## config.mk

```make
export PLATFORM = sky130hd
export DESIGN_NAME = xu_exec_stage
export DESIGN_NICKNAME = d
export VERILOG_FILES = /design/src/rtl/xu_pkg.sv /design/src/rtl/xu_operand_sel.sv /design/src/rtl/xu_alu.sv /design/src/rtl/xu_flag_lane.sv /design/src/rtl/xu_flag_unit.sv /design/src/rtl/xu_exec_stage.sv
export SDC_FILE = /design/constraint.sdc
export NUM_CORES = 1
export LEC_CHECK = 0
export ABC_AREA = 0
export ABC_CLOCK_PERIOD_IN_PS = 1500
export BUFFER_PORTS_ARGS = -buffer_cell sky130_fd_sc_hd__buf_2
export CAP_MARGIN = 10
export CORE_MARGIN = 2
export CORE_UTILIZATION = 30
export CTS_CLUSTER_DIAMETER = 50
export DETAILED_ROUTE_END_ITERATION = 6
export PLACE_DENSITY = 0.55
export SETUP_SLACK_MARGIN = 0.5
export SKIP_LAST_GASP = 1
export SYNTH_ARGS = -nofsm -noshare
export SYNTH_HDL_FRONTEND = slang
export SYNTH_SLANG_ARGS = --single-unit
```

## constraint.sdc

```tcl
create_clock -name clk -period 1.5 [get_ports clk]
set_input_delay 0.075 -clock clk [delete_from_list [all_inputs] [get_ports clk]]
set_output_delay 0.075 -clock clk [all_outputs]
set_load 0.02 [all_outputs]
```

## src/rtl/xu_pkg.sv

```systemverilog
package xu_pkg;

  typedef enum logic [2:0] {
    XU_ADD = 3'd0,
    XU_SUB = 3'd1,
    XU_AND = 3'd2,
    XU_OR  = 3'd3,
    XU_XOR = 3'd4,
    XU_LUI = 3'd5
  } xu_op_e;

  localparam int XU_FLAG_W  = 8;
  localparam int XU_LANES   = 2;
  localparam int XU_LANE_FL = 4;

  // carry out of the top bit, recovered from operand and result sign bits
  function automatic logic top_carry(input logic a_msb, input logic b_msb, input logic r_msb);
    top_carry = (a_msb & b_msb) | ((a_msb | b_msb) & ~r_msb);
  endfunction

  // two same-signed addends yielding a result of the other sign
  function automatic logic top_overflow(input logic a_msb, input logic b_msb, input logic r_msb);
    top_overflow = (a_msb == b_msb) && (r_msb != a_msb);
  endfunction

endpackage

```

## src/rtl/xu_operand_sel.sv

```systemverilog
module xu_operand_sel #(
  parameter int DATA_W  = 64,
  parameter int IMM_W   = 13,
  parameter int UIMM_W  = 22,
  parameter int UIMM_SH = 10
) (
  input  logic              use_imm,
  input  logic [DATA_W-1:0] src_b,
  input  logic [IMM_W-1:0]  imm13,
  input  logic [UIMM_W-1:0] imm22,
  output logic [DATA_W-1:0] op_b,
  output logic [DATA_W-1:0] lui_val
);
  localparam int EXT_W = DATA_W - IMM_W;
  localparam int PAD_W = DATA_W - UIMM_W - UIMM_SH;

  logic [DATA_W-1:0] imm_ext;

  always_comb begin
    imm_ext = {{EXT_W{imm13[IMM_W-1]}}, imm13};
    op_b    = use_imm ? imm_ext : src_b;
    lui_val = {{PAD_W{1'b0}}, imm22, {UIMM_SH{1'b0}}};
  end

  // an immediate operand carries one sign value through its upper bits
  always_comb begin
    if (use_imm) begin
      a_imm_sext_r7: assert ((op_b[DATA_W-1:IMM_W-1] == '0) || (op_b[DATA_W-1:IMM_W-1] == '1));
    end
  end

endmodule

```

## src/rtl/xu_alu.sv

```systemverilog
module xu_alu
  import xu_pkg::*;
#(
  parameter int DATA_W = 64
) (
  input  logic [2:0]        op,
  input  logic [DATA_W-1:0] a,
  input  logic [DATA_W-1:0] b,
  input  logic [DATA_W-1:0] lui_val,
  output logic [DATA_W-1:0] result,
  output logic [DATA_W-1:0] adder_b,
  output logic              is_arith,
  output logic              is_sub,
  output logic              is_logic,
  output logic              is_lui,
  output logic              op_known
);
  function automatic logic [DATA_W-1:0] add_cin(input logic [DATA_W-1:0] x,
                                                 input logic [DATA_W-1:0] y,
                                                 input logic cin);
    add_cin = x + y + {{(DATA_W-1){1'b0}}, cin};
  endfunction

  xu_op_e opc;

  always_comb begin
    opc      = xu_op_e'(op);
    is_sub   = (opc == XU_SUB);
    is_arith = (opc == XU_ADD) || (opc == XU_SUB);
    is_logic = (opc == XU_AND) || (opc == XU_OR) || (opc == XU_XOR);
    is_lui   = (opc == XU_LUI);
    op_known = is_arith || is_logic || is_lui;
    adder_b  = is_sub ? ~b : b;
    unique case (opc)
      XU_ADD, XU_SUB: result = add_cin(a, adder_b, is_sub);
      XU_AND:         result = a & b;
      XU_OR:          result = a | b;
      XU_XOR:         result = a ^ b;
      XU_LUI:         result = lui_val;
      default:        result = '0;
    endcase
  end

endmodule

```

## src/rtl/xu_flag_lane.sv

```systemverilog
module xu_flag_lane
  import xu_pkg::*;
#(
  parameter int W = 32
) (
  input  logic [W-1:0] a,
  input  logic [W-1:0] adder_b,
  input  logic [W-1:0] result,
  input  logic         arith,
  input  logic         sub,
  output logic         c,
  output logic         v,
  output logic         z,
  output logic         n
);
  logic raw_carry;

  always_comb begin
    raw_carry = top_carry(a[W-1], adder_b[W-1], result[W-1]);
    c = arith ? (sub ? ~raw_carry : raw_carry) : 1'b0;
    v = arith ? top_overflow(a[W-1], adder_b[W-1], result[W-1]) : 1'b0;
    z = (result == '0);
    n = result[W-1];
  end

endmodule

```

## src/rtl/xu_flag_unit.sv

```systemverilog
module xu_flag_unit
  import xu_pkg::*;
#(
  parameter int DATA_W = 64,
  parameter int LO_W   = 32
) (
  input  logic [DATA_W-1:0]    a,
  input  logic [DATA_W-1:0]    adder_b,
  input  logic [DATA_W-1:0]    result,
  input  logic                 arith,
  input  logic                 sub,
  output logic [XU_FLAG_W-1:0] flag_word
);
  logic [XU_LANES-1:0] c_l, v_l, z_l, n_l;

  for (genvar g = 0; g < XU_LANES; g++) begin : g_lane
    localparam int LW = (g == 0) ? LO_W : DATA_W;
    xu_flag_lane #(.W(LW)) u_lane (
      .a       (a[LW-1:0]),
      .adder_b (adder_b[LW-1:0]),
      .result  (result[LW-1:0]),
      .arith   (arith),
      .sub     (sub),
      .c       (c_l[g]),
      .v       (v_l[g]),
      .z       (z_l[g]),
      .n       (n_l[g])
    );
    // each lane occupies one nibble, carry lowest, negative highest
    assign flag_word[g*XU_LANE_FL +: XU_LANE_FL] = {n_l[g], z_l[g], v_l[g], c_l[g]};
  end

endmodule

```

## src/rtl/xu_exec_stage.sv

```systemverilog
module xu_exec_stage
  import xu_pkg::*;
#(
  parameter int DATA_W  = 64,
  parameter int LO_W    = 32,
  parameter int IMM_W   = 13,
  parameter int UIMM_W  = 22,
  parameter int UIMM_SH = 10,
  parameter int REG_W   = 5
) (
  input  logic                 clk,
  input  logic                 rst_n,
  input  logic                 in_valid,
  input  logic [2:0]           op,
  input  logic                 set_flags,
  input  logic                 use_imm,
  input  logic [DATA_W-1:0]    src_a,
  input  logic [DATA_W-1:0]    src_b,
  input  logic [IMM_W-1:0]     imm13,
  input  logic [UIMM_W-1:0]    imm22,
  input  logic [REG_W-1:0]     dest_reg,
  output logic                 out_valid,
  output logic [DATA_W-1:0]    out_result,
  output logic [REG_W-1:0]     out_dest,
  output logic                 out_wr_en,
  output logic                 out_nop,
  output logic [XU_FLAG_W-1:0] flags
);
  logic [DATA_W-1:0]    op_b, lui_val, alu_res, adder_b;
  logic                 is_arith, is_sub, is_logic, is_lui, op_known;
  logic [XU_FLAG_W-1:0] flag_next;
  logic                 lui_nop, flag_we, wr_next;

  xu_operand_sel #(
    .DATA_W(DATA_W), .IMM_W(IMM_W), .UIMM_W(UIMM_W), .UIMM_SH(UIMM_SH)
  ) u_opsel (
    .use_imm (use_imm),
    .src_b   (src_b),
    .imm13   (imm13),
    .imm22   (imm22),
    .op_b    (op_b),
    .lui_val (lui_val)
  );

  xu_alu #(.DATA_W(DATA_W)) u_alu (
    .op       (op),
    .a        (src_a),
    .b        (op_b),
    .lui_val  (lui_val),
    .result   (alu_res),
    .adder_b  (adder_b),
    .is_arith (is_arith),
    .is_sub   (is_sub),
    .is_logic (is_logic),
    .is_lui   (is_lui),
    .op_known (op_known)
  );

  xu_flag_unit #(.DATA_W(DATA_W), .LO_W(LO_W)) u_flags (
    .a         (src_a),
    .adder_b   (adder_b),
    .result    (alu_res),
    .arith     (is_arith),
    .sub       (is_sub),
    .flag_word (flag_next)
  );

  always_comb begin
    lui_nop = in_valid && is_lui && (dest_reg == '0) && (imm22 == '0);
    flag_we = in_valid && set_flags && (is_arith || is_logic);
    wr_next = in_valid && op_known && !lui_nop;
  end

  always_ff @(posedge clk or negedge rst_n) begin
    if (!rst_n) begin
      out_valid  <= 1'b0;
      out_result <= '0;
      out_dest   <= '0;
      out_wr_en  <= 1'b0;
      out_nop    <= 1'b0;
      flags      <= '0;
    end else begin
      out_valid <= in_valid;
      out_wr_en <= wr_next;
      out_nop   <= lui_nop;
      if (in_valid) begin
        out_result <= alu_res;
        out_dest   <= dest_reg;
      end
      if (flag_we) flags <= flag_next;
    end
  end

  p_flags_hold_r6: assert property (@(posedge clk) disable iff (!rst_n)
    !flag_we |=> $stable(flags));

  p_neg_track_r2: assert property (@(posedge clk) disable iff (!rst_n)
    flag_we |=> (flags[7] == out_result[DATA_W-1]) && (flags[3] == out_result[LO_W-1]));

  p_zero_nest_r2: assert property (@(posedge clk) disable iff (!rst_n)
    flags[6] |-> flags[2]);

  p_logic_cv_clear_r5: assert property (@(posedge clk) disable iff (!rst_n)
    (flag_we && is_logic) |=> (flags[5:4] == 2'b00) && (flags[1:0] == 2'b00));

  p_nop_no_write_r9: assert property (@(posedge clk) disable iff (!rst_n)
    out_nop |-> !out_wr_en);

  p_write_valid_r10: assert property (@(posedge clk) disable iff (!rst_n)
    out_wr_en |-> out_valid);

  p_latency_r10: assert property (@(posedge clk) disable iff (!rst_n)
    in_valid |=> out_valid);

  p_lui_high_zero_r8: assert property (@(posedge clk) disable iff (!rst_n)
    (in_valid && is_lui) |=> (out_result[DATA_W-1:LO_W] == '0));

  p_unknown_no_write_r11: assert property (@(posedge clk) disable iff (!rst_n)
    (in_valid && !op_known) |=> !out_wr_en);

endmodule

```

==> metrics.cfg <==
[yosys]
yosys.area.top_type = ha_1
syn_inst = 1696
synth_top_area_share_pct = 20.4
yosysSeqAreaShare_pct = 15.9
syn_nets = 2079
async_flop_share_pct = 100
synthesis.area_sq_um = 12600
synth_area_leaders = ha_1, dfrtp_1, a21oi_1, xnor2_1, nor2_1
ys_ff_latch = 80
synth_ff_type = dfrtp_1
synth_edf_count = 0
yosys_warnings = 0
yosysUniqueCellTypes = 77
postSynthAreaPerCell_sq_um = 7.44

[placement]
portBuffers = 255
gp_congestion = 0.945
placed_area_sq_um = 18900
dp_hpwl_um = 47400

[critical_path]
crit_arrival_ns = 4.06
path_class = in2reg
endpoint_kind = register
crit_required_ns = 1.83
path_buf_inv = 10
crit_family = buffers and inverters
cp-start-kind = input port
slowest_stage = nor4_4
cp_slowest_stage_delay_ns = 0.36
crit_fanout = 6

[route]
vias = 15900
wirelength_um = 59800
viasPerCell = 5.24
drtAntennaViolNets = 0
dr.pass1.iters = 7
avgRoutedWirePerCell_um = 19.7
route.detailed.drc = 0
drtIter0Drc = 1099

[layout]
seq_area_sq_um = 2000
drive_above_1_share_pct = 47.3
nFillCells = 3927
multi_input_area_sq_um = 11300
design_area_sq_um = 21500
area_growth_pct = 70.0
antennaDiodeCount = 0
layout.nets = 2878

[timing]
hold_slack_ns = 0.106
min_period_ns = 3.73
finalHoldViolations = 0
drv_slew = 0
setup_viol = 74
tightestPinTransition_ns = 0.782
fmax_mhz = 268
rsz0062_at_grt = yes
fin_tns_setup_ns = -106.18
setup_ws_ns = -2.23
post-route-period-util_pct = 248
fin_skew_ns = 0
slew_headroom_pct = 47.7

[pwr]
netSwitchingFraction_pct = 43.5
p_comb_share_pct = 66.5
p_int_mw = 9.15
p_leak_nw = 10.4
seq_power_share_pct = 16.7
power_density_nw_per_um2 = 756
vdd_ir_drop_max_mv = 0.575
pwr-share-clk_pct = 16.8
switchingPower_mw = 7.06

[clock_network]
clk_pin_slew_worst_paths_ns = 0.07
htreeDepth = 3
numCtsBuffers = 9
cts_root_buffer = clkbuf_16
cts_buffer_depth = 2
cts_tree = yes
clk_latency_ns = 0.38
clock-sinks = 80

[global_routing]
grt_pass1_wl_um = 91200
grt_pass1_vias = 16000
grt_max_degree = 62
antenna_found_initial = 3
grt_overflow_total = 0
track_usage_pct = 26.9

[floorplan]
coreArea_sq_um = 41800
initial_utilization_pct = 30.2
die-area_sq_um = 43700
num_rows = 75
io_pins = 256
dieHeight_um = 209
chipWidth_um = 209

[run_status]
violations = setup timing
status = complete, but fails checks

[run]
cap_viol_max_count = 0

[worst_hold_path]
min_path_type = in2reg

-- power by group through the flow --
stage,Combinational [mW],Sequential (mW),Clock [mW]
2_1_floorplan,4.35,3.10,0
3_3_place_gp,9.13,2.74,0
3_5_place_dp,9.24,2.73,0
4_1_cts,10.0,2.70,2.82
5_1_grt,11.6,2.73,2.87
6_report,10.8,2.70,2.73
-- cells in the mapped netlist (12+ instances only) --
cell,instances
a221oi_1,13
buf_1,19
nor2_1,175
xor2_1,17
o22ai_1,14
mux2i_1,38
or3_1,13
nand2_1,107
a21o_1,15
dfrtp_1,80
a211oi_1,36
a21oi_1,229
clkbuf_1,73
a31oi_1,20
inv_1,150
o21ai_0,91
o21bai_1,13
o21a_1,12
mux2_2,25
nor3_1,20
nor4_1,18
ha_1,206
nand3_1,22
nand4_1,46
xnor2_1,82
-- cells by family after synthesis --
logic type / after synthesis / synth area share, %
DFF: 80 / 15.9
muxes: 65 / 5.54
AOI/OAI and AO/OA: 534 / 26.4
buffers and inverters: 256 / 7.86
and+or+nand+nor: 455 / 16.9
adders and majority gates: 207 / 20.6
xor gates and xnor gates: 99 / 6.87
-- routing by layer --
metal / up-vias / track usage, % / share of wire, %
li1: 7684 / - / -
met1: 7633 / 35.8 / 45
met2: 529 / 43.9 / 46
met3: 83 / 4.61 / 6.4
met4: 6 / 9.26 / 3.1
met5: - / 0 / 0.069
-- sequential cells by signal, indices dropped and copies added (netlist names) --
name and cells:
out_nop 1, out_wr_en 1, out_result 64, flags 8, out_dest 5, out_valid 1
-- cell usage in the layout (no fill, tap or decap), drive strengths merged, types with 46 or more instances in the layout --
master    n
nor2    175
dfrtp    80
o21ai    95
nand2   107
buf     887
inv     156
xnor2    82
a21oi   230
ha      206
nand4    46
-- layout make-up --
class | count | area share [%]
sequential | 80 | 9.33
clock inverter | 7 | 0.507
clock buffer | 9 | 1.05
inverter | 151 | 2.65
multi-input combinational | 1360 | 52.8
tap | 539 | 3.14
timing repair buffer | 893 | 30.6
-- final timing paths --
path | slack (ns) | endpoint | depth (start not counted) | start
worst max-delay path | -2.23 | flags[6]$_DFFE_PN0P_ | 25 | use_imm
worst min-delay path | 0.11 | flags[1]$_DFFE_PN0P_ | 4 | src_a[31]
worst max register to register | 0.64 | out_result[45]$_DFFE_PN0P_ | 1 | out_result[45]$_DFFE_PN0P_
worst min register to register | 0.48 | flags[1]$_DFFE_PN0P_ | 2 | flags[1]$_DFFE_PN0P_
max in group asynchronous | 0.72 | out_result[42]$_DFFE_PN0P_ | 3 | rst_n
min in group asynchronous | 0.19 | out_result[33]$_DFFE_PN0P_ | 2 | rst_n
-- metrics by stage --
step                power, mW  util (%)  instances  worst slack (ns)
global route             17.2      51.4       3039             -2.39
floorplan                7.44         -       1696             -2.08
global placement         11.9      45.3       2924             -2.87
detailed placement       12.0      45.3       2924             -2.80
finish                   16.2      51.4       3039             -2.23
CTS                      15.6      49.2       2998             -2.18
-- timing repair --
item                                    4_1_cts  5_1_grt
endpoints found under the hold margin        25        0
cloned                                        3        0
gates resized for setup                     160      115
endpoints found under the setup margin      155      155
hold buffers                                  6        0
pin swaps                                    47       56
buffers inserted                             49       41
-- tightest hold or removal path, stage by stage --
cell,delay (ns)
buf_2,0.11
buf_4,0.11
xnor2_1,0.10
o41ai_1,0.06
No activity file was read; power rests on OpenSTA's default activity.
